--- config.mk ---
export PLATFORM = sky130hd
export DESIGN_NAME = pt_walker
export DESIGN_NICKNAME = d
export VERILOG_FILES = /design/src/rtl/pt_walker.sv
export SDC_FILE = /design/constraint.sdc
export NUM_CORES = 1
export LEC_CHECK = 0
export BUFFER_PORTS_ARGS = -buffer_cell sky130_fd_sc_hd__buf_2
export CORE_MARGIN = 2
export CORE_UTILIZATION = 30
export DETAILED_ROUTE_END_ITERATION = 7
export RECOVER_POWER = 50
export SYNTH_ARGS = -nofsm -noshare
export SYNTH_HDL_FRONTEND = slang
export SYNTH_SLANG_ARGS = --single-unit
--- constraint.sdc ---
create_clock -name clk -period 5.3 [get_ports clk]
set_input_delay 0.265 -clock clk [delete_from_list [all_inputs] [get_ports clk]]
set_output_delay 0.265 -clock clk [all_outputs]
set_load 0.02 [all_outputs]
--- src/rtl/pt_walker.sv ---
module pt_walker (
  input  logic        clk,
  input  logic        rst_n,
  input  logic        req_valid,
  output logic        req_ready,
  input  logic [31:0] req_lin,
  input  logic        req_write,
  input  logic        req_user,
  input  logic        cfg_paging,
  input  logic        cfg_wp,
  input  logic        cfg_large,
  input  logic [31:0] cfg_base,
  input  logic        cfg_gate,
  output logic        mem_req,
  output logic        mem_we,
  output logic [31:0] mem_addr,
  output logic [31:0] mem_wdata,
  input  logic        mem_ack,
  input  logic [31:0] mem_rdata,
  output logic        done,
  output logic [31:0] rsp_paddr,
  output logic        rsp_rd,
  output logic        rsp_wr,
  output logic        rsp_fault,
  output logic [2:0]  rsp_err
);

  typedef enum logic [2:0] {IDLE, DIR_RD, DIR_WR, TBL_RD, TBL_WR, FIN} st_t;

  st_t         st;
  logic [31:0] lin;
  logic        wr_q, usr_q, big_q;
  logic [31:0] dir_q, tbl_q;

  logic [31:0] mask, dir_addr, tbl_addr, upd;
  logic        cu, crw, prot, chg, wperm, big;

  assign mask     = {11'h7ff, cfg_gate, 20'hfffff};
  assign dir_addr = {cfg_base[31:12], lin[31:22], 2'b00} & mask;
  assign tbl_addr = {dir_q[31:12], lin[21:12], 2'b00} & mask;

  assign req_ready = (st == IDLE);
  assign done      = (st == FIN);
  assign mem_req   = (st == DIR_RD) || (st == DIR_WR) || (st == TBL_RD) || (st == TBL_WR);
  assign mem_we    = (st == DIR_WR) || (st == TBL_WR);
  assign mem_addr  = ((st == DIR_RD) || (st == DIR_WR)) ? dir_addr : tbl_addr;
  assign mem_wdata = (st == DIR_WR) ? dir_q : tbl_q;

  assign big = mem_rdata[7] & cfg_large;

  always_comb begin
    cu    = mem_rdata[2] & ((st == TBL_RD) ? dir_q[2] : 1'b1);
    crw   = mem_rdata[1] & ((st == TBL_RD) ? dir_q[1] : 1'b1);
    prot  = usr_q ? (!cu || (wr_q && !crw)) : (cfg_wp && wr_q && !crw);
    upd   = mem_rdata | 32'h20 | (wr_q ? 32'h40 : 32'h0);
    chg   = (upd != mem_rdata);
    wperm = upd[6] && (usr_q ? crw : (crw || !cfg_wp));
  end

  always_ff @(posedge clk or negedge rst_n) begin
    if (!rst_n) begin
      st        <= IDLE;
      lin       <= '0;
      wr_q      <= 1'b0;
      usr_q     <= 1'b0;
      big_q     <= 1'b0;
      dir_q     <= '0;
      tbl_q     <= '0;
      rsp_paddr <= '0;
      rsp_rd    <= 1'b0;
      rsp_wr    <= 1'b0;
      rsp_fault <= 1'b0;
      rsp_err   <= '0;
    end else begin
      case (st)
        IDLE: if (req_valid) begin
          lin   <= req_lin;
          wr_q  <= req_write;
          usr_q <= req_user;
          if (!cfg_paging) begin
            rsp_paddr <= req_lin & mask;
            rsp_rd    <= 1'b1;
            rsp_wr    <= 1'b1;
            rsp_fault <= 1'b0;
            rsp_err   <= '0;
            st        <= FIN;
          end else begin
            st <= DIR_RD;
          end
        end
        DIR_RD: if (mem_ack) begin
          big_q <= big;
          if (!mem_rdata[0] || (big && prot)) begin
            rsp_fault <= 1'b1;
            rsp_rd    <= 1'b0;
            rsp_wr    <= 1'b0;
            rsp_err   <= {usr_q, wr_q, mem_rdata[0]};
            st        <= FIN;
          end else if (big) begin
            rsp_fault <= 1'b0;
            rsp_rd    <= 1'b1;
            rsp_wr    <= wperm;
            rsp_err   <= '0;
            rsp_paddr <= {mem_rdata[31:22], lin[21:0]};
            dir_q     <= upd;
            st        <= chg ? DIR_WR : FIN;
          end else begin
            dir_q <= mem_rdata | 32'h20;
            st    <= mem_rdata[5] ? TBL_RD : DIR_WR;
          end
        end
        DIR_WR: if (mem_ack) st <= big_q ? FIN : TBL_RD;
        TBL_RD: if (mem_ack) begin
          if (!mem_rdata[0] || prot) begin
            rsp_fault <= 1'b1;
            rsp_rd    <= 1'b0;
            rsp_wr    <= 1'b0;
            rsp_err   <= {usr_q, wr_q, mem_rdata[0]};
            st        <= FIN;
          end else begin
            rsp_fault <= 1'b0;
            rsp_rd    <= 1'b1;
            rsp_wr    <= wperm;
            rsp_err   <= '0;
            rsp_paddr <= {mem_rdata[31:12] & mask[31:12], lin[11:0]};
            tbl_q     <= upd;
            st        <= chg ? TBL_WR : FIN;
          end
        end
        TBL_WR: if (mem_ack) st <= FIN;
        default: st <= IDLE;
      endcase
    end
  end


  mem_hold_chk: assert property (@(posedge clk) disable iff (!rst_n)
    mem_req && !mem_ack |=> mem_req && $stable(mem_addr) && $stable(mem_we));


  done_pulse_chk: assert property (@(posedge clk) disable iff (!rst_n)
    done |=> !done);


  idle_quiet_chk: assert property (@(posedge clk) disable iff (!rst_n)
    req_ready |-> !mem_req);


  wb_accessed_chk: assert property (@(posedge clk) disable iff (!rst_n)
    mem_req && mem_we |-> mem_wdata[5] && mem_wdata[0]);


  ok_code_chk: assert property (@(posedge clk) disable iff (!rst_n)
    done && !rsp_fault |-> rsp_rd && (rsp_err == 3'b000));


  gate_addr_chk: assert property (@(posedge clk) disable iff (!rst_n)
    mem_req && !cfg_gate |-> !mem_addr[20]);

endmodule

==> impl_metrics.ini <==
[synth]
synthTopCellsByArea = dfrtp_1, mux2_2, nand2_1
synth-edff-count = 0
avgSynthCellArea_um2 = 12.1
yosysTopAreaCell = dfrtp_1
async_reset_ff_frac = 1.00
synth_seq_cells = 140
yosysUniqueCellTypes = 44
yosys_most_used_dff = dfrtp_1
synth_seq_area_share = 0.520
synth.top_cell.area_share = 0.520
yosysWarningCount = 0
postSynthCellCount = 557
syn-cell-area_um2 = 6740

[route]
wl_per_cell_um = 18.2
postRouteAntennaNets = 0
num_vias = 5010
drt-pass1-iter-count = 4
drt-total-wl_um = 18700
drt-initial-drc-count = 281
via_per_inst = 4.86
drc = 0

[grt]
grt_pass1_wl_um = 29500
grt_start_max_net_pins = 79
antenna_found_initial = 1
grt_pass1_vias = 5103
grt_usage = 0.162
grt-ovfl-total = 0

[floorplan]
num_rows = 54
coreArea_um2 = 22000
die_width_um = 154
ioPinCount = 212
die_h_um = 154
die-area_um2 = 23700
start_util = 0.307

[power_and_ir_drop]
ir_drop_v = 0.000286
switchingPower_mw = 2.50
power_frac_clock = 0.199
p_int_mw = 3.43
swShare = 0.421
combPwrFrac = 0.472
power_density_nw_per_um2 = 699
pwr-share-seq = 0.329
p_leak_nw = 3.89

[worst_setup_path]
reg2reg_from = st[0]$_DFFE_PN0P_
endpoint_kind = register
cp-start-kind = register
required_ps = 5600
critical_path_class = reg2reg
crit_start = st[0]$_DFFE_PN0P_
worstRegToRegCells = 3
cp.arrival_ps = 3820
crit_fanout = 34

[worst_hold_path]
hold_path_class = in2reg
hold_path.startpoint = req_write
holdPathStages = 2

[timing]
tns_ps = 0
finClkSkew_ps = 11.9
post-route-period-util = 0.665
finalHoldViolCount = 0
finalMaxSlewViolations = 35
grt_setup_unrepaired = false
period_needed_ps = 3520
tightest_slew_ps = 2670
finalSetupViolCount = 0
slew_headroom = -0.780
fmaxAchievable_mhz = 284
whs_ps = 82.7

[finish]
final_nets = 843
drive_above_1_share = 0.481
layout_common_cells = mux2_2, buf_2, dfrtp_1
fillCellCount = 2174
mostFrequentLayoutCell = mux2_2
syn_to_final_growth_pct = 25.9
layoutNonFillerInstCount = 1030
antenna-diode-count = 0

[clock_network]
clockRootBuffer = clkbuf_16
clock_latency_ps = 420
cts_num_sinks = 140
cts_buffers = 17
post_cts_resized = 0
clockBufferDepth = 2
htree_levels = 4
clk_pin_slew_worst_paths_ps = 70
cts_tree = done

[placement]
gp_congestion = 0.752
dp_hpwl_um = 12800
dp.cells = 997
io_buffers = 197

[run_status]
status = finished, violations left
violations = max-capacitance violations, max-slew violations

[job]
drv_cap = 1
layer usage:
metal  share of wire  vias up  global-route usage
li1                -     2363                   -
met5         0.00037        -                   0
met3           0.067       14              0.0524
met1            0.45     2488               0.214
met4          0.0091        2              0.0392
met2            0.48      143               0.260
kinds of logic (layout without fill, tap and decap cells):
| family | after synthesis | after routing | synth area share |
|---|---|---|---|
| muxes | 176 | 176 | 0.292 |
| DFF | 140 | 140 | 0.520 |
| and+or+nand+nor | 101 | 101 | 0.0685 |
| AOI/OAI and AO/OA | 91 | 91 | 0.0834 |
| buffers and inverters | 47 | 239 | 0.0347 |
| other | 1 | 2 | 0.000557 |
| xor gates and xnor gates | 1 | 1 | 0.00130 |
worst max-delay path, cell delays in order, from the launching register on:
cell	delay (ps)
dfrtp_1	620
nor3_1	300
and2_0	1990
mux2_2	470
cells in the mapped netlist (all sizes together) (2+ instances only):
cell type and count:
o21ai 12, nor3 2, inv 5, a21oi 33, buf 23, clkbuf 19, a22o 2, mux2 162
nand2b 7, nor3b 4, dfrtp 140, nand4bb 2, nand3 3, nor2b 3, o211ai 3, nor2 5
nand2 68, mux2i 14, o22ai 2, or2 3, a21boi 3, a31oi 24, and2 2, a21o 2
power groups by stage:
stage	logic, mW	registers, mW	clock network (mW)
floorplan	1.91	2.02	0
global placement	2.85	1.95	0
detailed placement	2.88	1.96	0
CTS	2.89	1.95	1.22
global route	3.03	2.03	1.28
finish	2.80	1.95	1.18
final timing paths:
check | slack (ps) | endpoint
max in group asynchronous | 3560 | lin[20]$_DFFE_PN0P_
min in group asynchronous | 440 | dir_q[0]$_DFFE_PN0P_
worst max-delay path | 1780 | lin[25]$_DFFE_PN0P_
worst min register to register | 460 | tbl_q[0]$_DFFE_PN0P_
worst min-delay path | 80 | wr_q$_DFFE_PN0P_
worst max register to register | 1780 | lin[25]$_DFFE_PN0P_
sequential cells by signal, summed over array words and instances, names as in the netlist:
| signal | cells |
|---|---|
| rsp_rd | 1 |
| tbl_q | 32 |
| rsp_fault | 1 |
| lin | 32 |
| big_q | 1 |
| wr_q | 1 |
| dir_q | 32 |
| st | 3 |
| rsp_paddr | 32 |
| usr_q | 1 |
| rsp_err | 3 |
| rsp_wr | 1 |
layout make-up:
class	count	area, um^2	area share
well taps	280	350	0.0413
clock buffers	17	425	0.0502
multi-input cells	371	3040	0.358
clock inverters	15	164	0.0193
inverters	5	18.8	0.00221
repair buffers	202	981	0.116
flip-flops and latches	140	3500	0.413
stage by stage:
step,utilization,power [mW],cell area (um^2),setup slack [ps]
2_1_floorplan,-,3.93,6740,3010
3_3_place_gp,0.361,4.80,7930,1830
3_5_place_dp,0.361,4.84,7930,1810
4_1_cts,0.389,6.06,8530,1790
5_1_grt,0.386,6.34,8480,1480
6_report,0.386,5.93,8480,1780
repair_timing:
item	in CTS	in global routing
hold buffers	1	0
endpoints found under the hold margin	77	0
endpoints found under the setup margin	0	0
buffers inserted	0	0
Power figures use the tool's default switching activity.
